===== config.mk =====
export PLATFORM = sky130hd
export DESIGN_NAME = dram_bank_seq
export DESIGN_NICKNAME = d
export VERILOG_FILES = /design/src/rtl/dram_seq_pkg.sv /design/src/rtl/dram_bank_state.sv /design/src/rtl/dram_cmd_sel.sv /design/src/rtl/dram_bank_seq.sv
export SDC_FILE = /design/constraint.sdc
export NUM_CORES = 1
export LEC_CHECK = 0
export BUFFER_PORTS_ARGS = -buffer_cell sky130_fd_sc_hd__buf_2
export CAP_MARGIN = 40
export CORE_AREA = 2 2 113 126
export DETAILED_ROUTE_END_ITERATION = 6
export DIE_AREA = 0 0 115 128
export GPL_TIMING_DRIVEN = 0
export PLACE_DENSITY = 0.71
export SLEW_MARGIN = 20
export SYNTH_ARGS = -nofsm -noshare
export SYNTH_HDL_FRONTEND = slang
export SYNTH_HIERARCHICAL = 1
export SYNTH_SLANG_ARGS = --single-unit
export TNS_END_PERCENT = 100

===== constraint.sdc =====
create_clock -name clk_i -period 9.1 [get_ports clk_i]
set_input_delay 0.91 -clock clk_i [delete_from_list [all_inputs] [get_ports clk_i]]
set_output_delay 0.91 -clock clk_i [all_outputs]
set_load 0.02 [all_outputs]

===== src/rtl/dram_seq_pkg.sv =====
package dram_seq_pkg;
  typedef enum logic [2:0] {
    OP_NOP = 3'd0,
    OP_ACT = 3'd1,
    OP_PRE = 3'd2,
    OP_RD  = 3'd3,
    OP_WR  = 3'd4
  } cmd_op_e;

  typedef enum logic [1:0] {
    OC_NONE     = 2'd0,
    OC_HIT      = 2'd1,
    OC_EMPTY    = 2'd2,
    OC_CONFLICT = 2'd3
  } outcome_e;
endpackage


===== src/rtl/dram_bank_state.sv =====
module dram_bank_state #(
  parameter int ROW_W   = 8,
  parameter int TIMER_W = 4
) (
  input  logic               clk_i,
  input  logic               rst_ni,
  input  logic               act_i,
  input  logic               pre_i,
  input  logic               col_i,
  input  logic [ROW_W-1:0]   row_i,
  input  logic [TIMER_W-1:0] t_rcd_i,
  input  logic [TIMER_W-1:0] t_rp_i,
  input  logic [TIMER_W-1:0] t_ras_i,
  output logic               open_o,
  output logic [ROW_W-1:0]   row_o,
  output logic               rcd_ok_o,
  output logic               rp_ok_o,
  output logic               ras_ok_o
);
  localparam logic [TIMER_W-1:0] CNT_MAX = '1;
  localparam logic [TIMER_W-1:0] CNT_ONE = TIMER_W'(1);

  logic               open_q;
  logic [ROW_W-1:0]   row_q;
  logic [TIMER_W-1:0] act_cnt_q, pre_cnt_q;

  // counters hold cycles since last act / pre, saturating
  always_ff @(posedge clk_i or negedge rst_ni) begin
    if (!rst_ni) begin
      open_q    <= 1'b0;
      row_q     <= '0;
      act_cnt_q <= CNT_MAX;
      pre_cnt_q <= CNT_MAX;
    end else begin
      if (act_i) begin
        open_q    <= 1'b1;
        row_q     <= row_i;
        act_cnt_q <= CNT_ONE;
      end else if (act_cnt_q != CNT_MAX) begin
        act_cnt_q <= act_cnt_q + CNT_ONE;
      end
      if (pre_i) begin
        open_q    <= 1'b0;
        pre_cnt_q <= CNT_ONE;
      end else if (pre_cnt_q != CNT_MAX) begin
        pre_cnt_q <= pre_cnt_q + CNT_ONE;
      end
    end
  end

  assign open_o   = open_q;
  assign row_o    = row_q;
  assign rcd_ok_o = act_cnt_q >= t_rcd_i;
  assign rp_ok_o  = pre_cnt_q >= t_rp_i;
  assign ras_ok_o = act_cnt_q >= t_ras_i;

  assert_rcd_gap_R6: assert property (@(posedge clk_i) disable iff (!rst_ni)
    col_i |-> (open_q && act_cnt_q >= t_rcd_i));
  assert_rp_gap_R7: assert property (@(posedge clk_i) disable iff (!rst_ni)
    act_i |-> (!open_q && pre_cnt_q >= t_rp_i));
  assert_ras_gap_R8: assert property (@(posedge clk_i) disable iff (!rst_ni)
    pre_i |-> (open_q && act_cnt_q >= t_ras_i));
  assert_act_opens_R4: assert property (@(posedge clk_i) disable iff (!rst_ni)
    act_i |=> (open_q && row_q == $past(row_i)));
endmodule


===== src/rtl/dram_cmd_sel.sv =====
module dram_cmd_sel
  import dram_seq_pkg::*;
#(
  parameter int NUM_BANKS = 4,
  parameter int ROW_W     = 8,
  localparam int BANK_W   = $clog2(NUM_BANKS)
) (
  input  logic                            req_valid_i,
  input  logic [BANK_W-1:0]               req_bank_i,
  input  logic [ROW_W-1:0]                req_row_i,
  input  logic [NUM_BANKS-1:0]            open_i,
  input  logic [NUM_BANKS-1:0][ROW_W-1:0] row_i,
  input  logic [NUM_BANKS-1:0]            rcd_ok_i,
  input  logic [NUM_BANKS-1:0]            rp_ok_i,
  input  logic [NUM_BANKS-1:0]            ras_ok_i,
  output logic                            act_o,
  output logic                            pre_o,
  output logic                            col_o,
  output logic [1:0]                      fresh_outcome_o
);
  logic bank_open, row_match;

  assign bank_open = open_i[req_bank_i];
  assign row_match = bank_open && (row_i[req_bank_i] == req_row_i);

  always_comb begin
    act_o = 1'b0;
    pre_o = 1'b0;
    col_o = 1'b0;
    if (req_valid_i) begin
      if (row_match)      col_o = rcd_ok_i[req_bank_i];
      else if (!bank_open) act_o = rp_ok_i[req_bank_i];
      else                pre_o = ras_ok_i[req_bank_i];
    end
  end

  always_comb begin
    if (row_match)       fresh_outcome_o = OC_HIT;
    else if (!bank_open) fresh_outcome_o = OC_EMPTY;
    else                 fresh_outcome_o = OC_CONFLICT;
  end
endmodule


===== src/rtl/dram_bank_seq.sv =====
module dram_bank_seq
  import dram_seq_pkg::*;
#(
  parameter int NUM_BANKS = 4,
  parameter int ROW_W     = 8,
  parameter int COL_W     = 6,
  parameter int TIMER_W   = 4,
  localparam int BANK_W   = $clog2(NUM_BANKS)
) (
  input  logic               clk_i,
  input  logic               rst_ni,
  input  logic [TIMER_W-1:0] t_rcd_i,
  input  logic [TIMER_W-1:0] t_rp_i,
  input  logic [TIMER_W-1:0] t_ras_i,
  input  logic               req_valid_i,
  output logic               req_ready_o,
  input  logic [BANK_W-1:0]  req_bank_i,
  input  logic [ROW_W-1:0]   req_row_i,
  input  logic [COL_W-1:0]   req_col_i,
  input  logic               req_write_i,
  output logic               cmd_valid_o,
  output logic [2:0]         cmd_op_o,
  output logic [BANK_W-1:0]  cmd_bank_o,
  output logic [ROW_W-1:0]   cmd_row_o,
  output logic [COL_W-1:0]   cmd_col_o,
  output logic [1:0]         outcome_o
);
  logic [NUM_BANKS-1:0]            bank_open, rcd_ok, rp_ok, ras_ok;
  logic [NUM_BANKS-1:0]            bank_act, bank_pre, bank_col;
  logic [NUM_BANKS-1:0][ROW_W-1:0] bank_row;
  logic                            act_fire, pre_fire, col_fire;
  logic [1:0]                      fresh_oc, cur_oc, cls_q;
  logic                            busy_q;

  for (genvar bk = 0; bk < NUM_BANKS; bk++) begin : g_bank
    logic sel;
    assign sel          = (req_bank_i == BANK_W'(bk));
    assign bank_act[bk] = act_fire && sel;
    assign bank_pre[bk] = pre_fire && sel;
    assign bank_col[bk] = col_fire && sel;

    dram_bank_state #(.ROW_W(ROW_W), .TIMER_W(TIMER_W)) u_state (
      .clk_i    (clk_i),
      .rst_ni   (rst_ni),
      .act_i    (bank_act[bk]),
      .pre_i    (bank_pre[bk]),
      .col_i    (bank_col[bk]),
      .row_i    (req_row_i),
      .t_rcd_i  (t_rcd_i),
      .t_rp_i   (t_rp_i),
      .t_ras_i  (t_ras_i),
      .open_o   (bank_open[bk]),
      .row_o    (bank_row[bk]),
      .rcd_ok_o (rcd_ok[bk]),
      .rp_ok_o  (rp_ok[bk]),
      .ras_ok_o (ras_ok[bk])
    );
  end

  dram_cmd_sel #(.NUM_BANKS(NUM_BANKS), .ROW_W(ROW_W)) u_sel (
    .req_valid_i     (req_valid_i),
    .req_bank_i      (req_bank_i),
    .req_row_i       (req_row_i),
    .open_i          (bank_open),
    .row_i           (bank_row),
    .rcd_ok_i        (rcd_ok),
    .rp_ok_i         (rp_ok),
    .ras_ok_i        (ras_ok),
    .act_o           (act_fire),
    .pre_o           (pre_fire),
    .col_o           (col_fire),
    .fresh_outcome_o (fresh_oc)
  );

  assign req_ready_o = col_fire;
  // outcome frozen at first sight of the request
  assign cur_oc = busy_q ? cls_q : fresh_oc;

  always_ff @(posedge clk_i or negedge rst_ni) begin
    if (!rst_ni) begin
      busy_q <= 1'b0;
      cls_q  <= OC_NONE;
    end else if (req_valid_i) begin
      busy_q <= !col_fire;
      if (!busy_q) cls_q <= fresh_oc;
    end
  end

  always_ff @(posedge clk_i or negedge rst_ni) begin
    if (!rst_ni) begin
      cmd_valid_o <= 1'b0;
      cmd_op_o    <= OP_NOP;
      cmd_bank_o  <= '0;
      cmd_row_o   <= '0;
      cmd_col_o   <= '0;
      outcome_o   <= OC_NONE;
    end else begin
      cmd_valid_o <= act_fire | pre_fire | col_fire;
      cmd_bank_o  <= '0;
      cmd_row_o   <= '0;
      cmd_col_o   <= '0;
      outcome_o   <= OC_NONE;
      if (act_fire)      cmd_op_o <= OP_ACT;
      else if (pre_fire) cmd_op_o <= OP_PRE;
      else if (col_fire) cmd_op_o <= req_write_i ? OP_WR : OP_RD;
      else               cmd_op_o <= OP_NOP;
      if (act_fire | pre_fire | col_fire) begin
        cmd_bank_o <= req_bank_i;
        cmd_row_o  <= req_row_i;
        cmd_col_o  <= req_col_i;
      end
      if (col_fire) outcome_o <= cur_oc;
    end
  end

  assert_one_cmd_R5: assert property (@(posedge clk_i) disable iff (!rst_ni)
    $onehot0({bank_act, bank_pre, bank_col}));
  assert_ready_needs_valid_R9: assert property (@(posedge clk_i) disable iff (!rst_ni)
    req_ready_o |-> req_valid_i);
  assert_idle_quiet_R5: assert property (@(posedge clk_i) disable iff (!rst_ni)
    !req_valid_i |=> !cmd_valid_o && outcome_o == OC_NONE);
  assert_hit_no_act_R2: assert property (@(posedge clk_i) disable iff (!rst_ni)
    (col_fire && cur_oc == OC_HIT && !busy_q) |-> $past(!req_valid_i || col_fire));
endmodule


# --- After elaboration in Yosys (flattened, before gate mapping) ---
# Cells that the tools add are included.
totals:
  register_bits: 93
  latch_bits: 0
  ram_bits: 0
  romBits: 0
  output_inout_bits: 23
  word_cells: 135
  mem_count: 0
op_classes:
  addsub: 8
  n_mul: 0
  div: 0
  order_cmp: 13
  n_eq_ne: 12
  n_shift: 0
  n_mux: 53
  bitwise_logic: 2
  reduce_logical: 23
ops:
  columns: ["operator", "count"]
  rows:
  - ["$mux 4", 16]
  - ["$ge 4x4->1", 12]
  - ["$add 4x1->4 const B", 8]
  - ["$ne 4x4->1 const B", 8]
  - ["$reduce_bool 2->1", 12]
  - ["$mux 1", 21]
  - ["$bmux 8 s2", 1]
  - ["$mux 8", 2]
  - ["$mux 3", 4]
  - ["$logic_and 1x1->1", 9]
  - ["$bmux 1 s2", 4]
  - ["$eq 8x8->1", 1]
  - ["$mux 2", 4]
  - ["$mux 6", 1]
  - ["$eq 2x2->1 const B", 2]
  - ["$lt 2x3->1 const B", 1]
  - ["$eq 2x1->1 const B", 1]
  - ["$logic_not 2->1", 1]
  - ["$or 1x1->1", 2]
  - ["$logic_not 1->1", 1]

# --- Depth between registers and ports, before layout ---
logic_depth:
  ltp_word: 9
  mapped_depth: 12
  mapped_depth_nobuf: 10

# --- By module ---
# The synthesis kept the hierarchy.
modules_own_cells:
  columns: ["mod", "n_inst", "cells_each", "area_per_inst_um2", "seq_area_each_um2"]
  rows:
  - ["dram_bank_state", 4, 94, 1073.5, 435.4]
  - ["dram_bank_seq", 1, 75, 963.4, 625.6]
  - ["dram_cmd_sel", 1, 33, 451.7, 0.0]

# --- Worst setup path before layout ---
# Ideal clock, no wire load.
synth_path:
  path_kind: "input port to output port"
  startpoint: "in req_bank_i[0]"
  endpoint: "out req_ready_o"
  arrival_time_ps: 2630
  required_ps: 8190
  setup_slack_ps: 5560
  stages: 5
  path_cell_list: "buf_6 > mux4_1 > xnor2_1 > nand4_1 > nor4_1"
synth_via:
  elab_chain_cells: 6
  elab_cells_between_ends: 10
synth_lines:
  columns: ["item", "line", "text"]
  rows:
  - ["start: declaration", "dram_bank_seq.sv:17", "input logic [BANK_W-1:0] req_bank_i,"]
  - ["$bmux 8 s2", "dram_cmd_sel.sv:24", "assign row_match = bank_open && (row_i[req_bank_i] == req_row_i);"]
  - ["$mux 8 (not written as such)", "dram_cmd_sel.sv:24", null]
  - ["$eq 8x8->1", "dram_cmd_sel.sv:24", null]
  - ["$logic_and 1x1->1", "dram_cmd_sel.sv:24", null]
  - ["$mux 1 (*)", "dram_cmd_sel.sv:31", "if (row_match) col_o = rcd_ok_i[req_bank_i];"]
  - ["$mux 1 (*)", "dram_cmd_sel.sv:30", "if (req_valid_i) begin"]
  - ["end: declaration", "dram_bank_seq.sv:16", "output logic req_ready_o,"]
# Every way passes the cells marked *; elsewhere a longest branch is shown, timed or not. The select of a mux whose other input is x is not followed.

# --- Worst setup path after layout ---
# Ends and elaborated chain as after synthesis.

==> flow_summary.html <==
<table>
<tr><th>Metric</th><th>Value</th></tr>
<tr><th colspan="2">Status</th></tr>
<tr><td>Outcome</td><td>finished clean</td></tr>
<tr><th colspan="2">Yosys</th></tr>
<tr><td>Number of instances in the synthesized netlist</td><td>480</td></tr>
<tr><td>Post-Synthesis Cell Area</td><td>5680 µm²</td></tr>
<tr><td>Average cell area after synthesis</td><td>11.8 µm²</td></tr>
<tr><td>Number of warnings printed during yosys synthesis</td><td>6</td></tr>
<tr><td>Post-synth net total</td><td>568</td></tr>
<tr><th colspan="2">Route</th></tr>
<tr><td>Remaining number of nets flagged by the antenna check after routing</td><td>0</td></tr>
<tr><td>Overall via count from detail_route</td><td>3757</td></tr>
<tr><td>Drt initial violations</td><td>106</td></tr>
<tr><td>Iteration count of the initial detailed-routing pass</td><td>6</td></tr>
<tr><td>Total detailed-routing wirelength</td><td>11.3 mm</td></tr>
<tr><td>Vias per cell</td><td>5.25</td></tr>
<tr><td>DR WL/cell</td><td>15.9 µm</td></tr>
<tr><td>Number of DRC violations after detailed routing</td><td>0</td></tr>
<tr><th colspan="2">Timing</th></tr>
<tr><td>Shortest clock period the worst path allows after layout</td><td>4.18 ns</td></tr>
<tr><td>Fmax</td><td>0.239 GHz</td></tr>
<tr><td>RSZ-0062 raised after global routing</td><td>false</td></tr>
<tr><td>Total negative setup slack</td><td>0 ns</td></tr>
<tr><td>Max transition margin</td><td>55.7%</td></tr>
<tr><td>Number of hold-slack violations in the final timing report</td><td>0</td></tr>
<tr><td>Endpoints failing setup</td><td>0</td></tr>
<tr><td>Final period util</td><td>45.9%</td></tr>
<tr><td>Count of final max-slew check failures</td><td>0</td></tr>
<tr><td>Worst Max-Slew Pin Slew</td><td>0.659 ns</td></tr>
<tr><td>Clock skew</td><td>0.00689 ns</td></tr>
<tr><th colspan="2">Finish</th></tr>
<tr><td>Fill cell count</td><td>1200</td></tr>
<tr><td>Fraction of layout cells with a size suffix above 1</td><td>31.0%</td></tr>
<tr><td>Antenna Cells</td><td>0</td></tr>
<tr><td>Growth of design area from synthesis to finish</td><td>13.8%</td></tr>
<tr><td>Share of the core filled with cells</td><td>47.9%</td></tr>
<tr><td>Final Net Count</td><td>634</td></tr>
<tr><th colspan="2">Worst setup path</th></tr>
<tr><td>Worst Reg2Reg Path Length in Cells</td><td>12</td></tr>
<tr><td>Critical path startpoint category</td><td>primary input</td></tr>
<tr><td>Crit. End Element</td><td>output port</td></tr>
<tr><td>FF-to-FF Start</td><td>g_bank[1].u_state/act_cnt_q[0]</td></tr>
<tr><td>Arrival time worst endpoint</td><td>3.27 ns</td></tr>
<tr><td>Highest fanout seen on the critical path</td><td>11</td></tr>
<tr><td>FF-to-FF setup slack</td><td>5.88 ns</td></tr>
<tr><td>Endpoint of the lowest-slack register-to-register path</td><td>cmd_row_o[5]</td></tr>
<tr><td>Critical Setup Path Class</td><td>primary input to output port</td></tr>
<tr><td>Req. time, crit path</td><td>8.19 ns</td></tr>
<tr><th colspan="2">Hold path</th></tr>
<tr><td>Capture endpoint of the worst hold path</td><td>g_bank[2].u_state/open_o</td></tr>
<tr><td>Type of the most critical hold path</td><td>register to register</td></tr>
<tr><td>Start point of the worst min-delay path</td><td>g_bank[2].u_state/open_o</td></tr>
<tr><td>WHS Path Cells</td><td>2</td></tr>
<tr><th colspan="2">Clocking</th></tr>
<tr><td>Hold Buf Count CTS</td><td>0</td></tr>
<tr><td>Post-CTS Repair Setup Buffers</td><td>0</td></tr>
<tr><td>H-tree depth</td><td>3</td></tr>
<tr><td>Clock slew at the register clock pins of the worst setup and hold paths</td><td>0.07 ns</td></tr>
<tr><td>Clock buffer count from CTS</td><td>9</td></tr>
<tr><td>Clock insertion delay at the later pin of the skew report</td><td>0.35 ns</td></tr>
<tr><td>Maximum root-to-sink buffer count</td><td>2</td></tr>
<tr><td>Root Driver</td><td>clkbuf_16</td></tr>
<tr><td>TritonCTS clock tree</td><td>yes</td></tr>
<tr><td>Post-cts repair resize count</td><td>0</td></tr>
<tr><td>CTS sink cnt</td><td>93</td></tr>
<tr><th colspan="2">Pwr</th></tr>
<tr><td>Worst ir drop on vdd</td><td>136 µV</td></tr>
<tr><td>LEAKAGE</td><td>3.10 nW</td></tr>
<tr><td>Power per standard cell area</td><td>316 nW/µm²</td></tr>
<tr><td>Total design power</td><td>0.00205 W</td></tr>
<tr><th colspan="2">GRT</th></tr>
<tr><td>Total congestion overflow after global routing</td><td>0</td></tr>
<tr><td>Vias in the first global route</td><td>3909</td></tr>
<tr><td>All-Layer GR Usage</td><td>16.5%</td></tr>
<tr><td>Wire length of the first global-routing pass</td><td>19.0 mm</td></tr>
<tr><td>Antenna violations before repair</td><td>0</td></tr>
<tr><td>Pin count of the biggest net entering global routing</td><td>55</td></tr>
<tr><th colspan="2">Place</th></tr>
<tr><td>HPWL after detailed placement</td><td>8.53 mm</td></tr>
<tr><td>Last weighted congestion value of the routability-driven placer</td><td>0.754</td></tr>
<tr><td>Number of buffers added on ports</td><td>54</td></tr>
<tr><th colspan="2">Flow run</th></tr>
<tr><td># Max-Cap Violations</td><td>0</td></tr>
<tr><th colspan="2">Die</th></tr>
<tr><td>Initial core utilization</td><td>42.1%</td></tr>
<tr><td>Area enclosed by the die boundary</td><td>14700 µm²</td></tr>
<tr><td>Num rows</td><td>45</td></tr>
<tr><td>Die height</td><td>128 µm</td></tr>
<tr><td>Area of the placeable core</td><td>13500 µm²</td></tr>
<tr><td>Boundary pin count</td><td>55</td></tr>
<tr><td>Die extent in x</td><td>115 µm</td></tr>
</table>
worst max-delay path, cell delays in order:
cell     delay (ns)
buf_2          0.22
buf_6          0.22
mux4_1         0.59
xnor2_1        0.23
nand4_1        0.21
nor4_1         0.60
buf_2          0.28
through the flow:
stage / setup slack [ns] / hold slack [ns] / cells / cell area, µm²
2_1_floorplan: 5.56 / 0.455 / 480 / 5680
3_3_place_gp: 5.01 / 0.468 / 698 / 6160
3_5_place_dp: 4.93 / 0.478 / 699 / 6190
4_1_cts: 4.93 / 0.494 / 715 / 6470
5_1_grt: 4.79 / 0.524 / 715 / 6470
6_report: 4.92 / 0.496 / 715 / 6470
how the worst max path moves through the flow:
stage | start | end | slack, ns
6_report | req_bank_i[0] | req_ready_o | 4.92
5_1_grt | req_bank_i[0] | req_ready_o | 4.79
4_1_cts | req_bank_i[0] | req_ready_o | 4.93
3_5_place_dp | req_bank_i[0] | req_ready_o | 4.93
3_3_place_gp | req_bank_i[0] | req_ready_o | 5.01
2_1_floorplan | req_bank_i[0] | req_ready_o | 5.56
state kept, by name (all words and copies together) (netlist names):
signal	count
busy_q	1
cls_q	2
cmd_bank_o	2
cmd_col_o	6
cmd_op_o	3
cmd_row_o	8
cmd_valid_o	1
g_bank.u_state/act_cnt_q	16
g_bank.u_state/open_o	4
g_bank.u_state/pre_cnt_q	16
g_bank.u_state/row_o	32
outcome_o	2
metal layers:
metal | share of wire (%) | vias up | GRT usage (%)
met5 | 0 | - | 0
met4 | 1.4 | 0 | 5.32
met3 | 2.1 | 13 | 3.45
met2 | 52 | 36 | 28.5
met1 | 44 | 1885 | 20.5
li1 | - | 1823 | -
cell type report:
cell class                      count  area (µm²)  share of cell area [%]
Clock inverter                      5        36.3                   0.561
Timing Repair Buffer               55         300                    4.64
Inverter                           48         180                    2.79
Multi-Input combinational cell    331        3060                    47.3
Sequential cell                    93        2370                    36.6
Tap cell                          164         205                    3.17
Clock buffer                       11         243                    3.75
Buffer                              8        77.6                    1.20
cells in the final DEF, fill, tap and decap left out, drive strengths merged:
cell and instances:
ha 56, clkbuf 12, and2 5, nor2b 16, and2b 4, o21bai 1, nor3 43, o21ai 1
nand2b 22, nand4 2, a21oi 1, and3 3, buf 62, o2111a 1, dfstp 32, xnor2 16
or3 1, nor2 45, nor4 1, nor3b 8, nand3 16, mux2i 12, mux2 35, nand2 11
inv 49, clkinv 4, mux4 11, a2111oi 12, a31oi 8, dfrtp 61
power by group:
part	switching (W)	internal [W]	total (W)
Clock	0.000157	0.000194	0.000351
Combinational	0.000427	0.000467	0.000894
Sequential	0.000155	0.000647	0.000801
Total	0.000739	0.00131	0.00205
(Power assumes the default switching activity.)
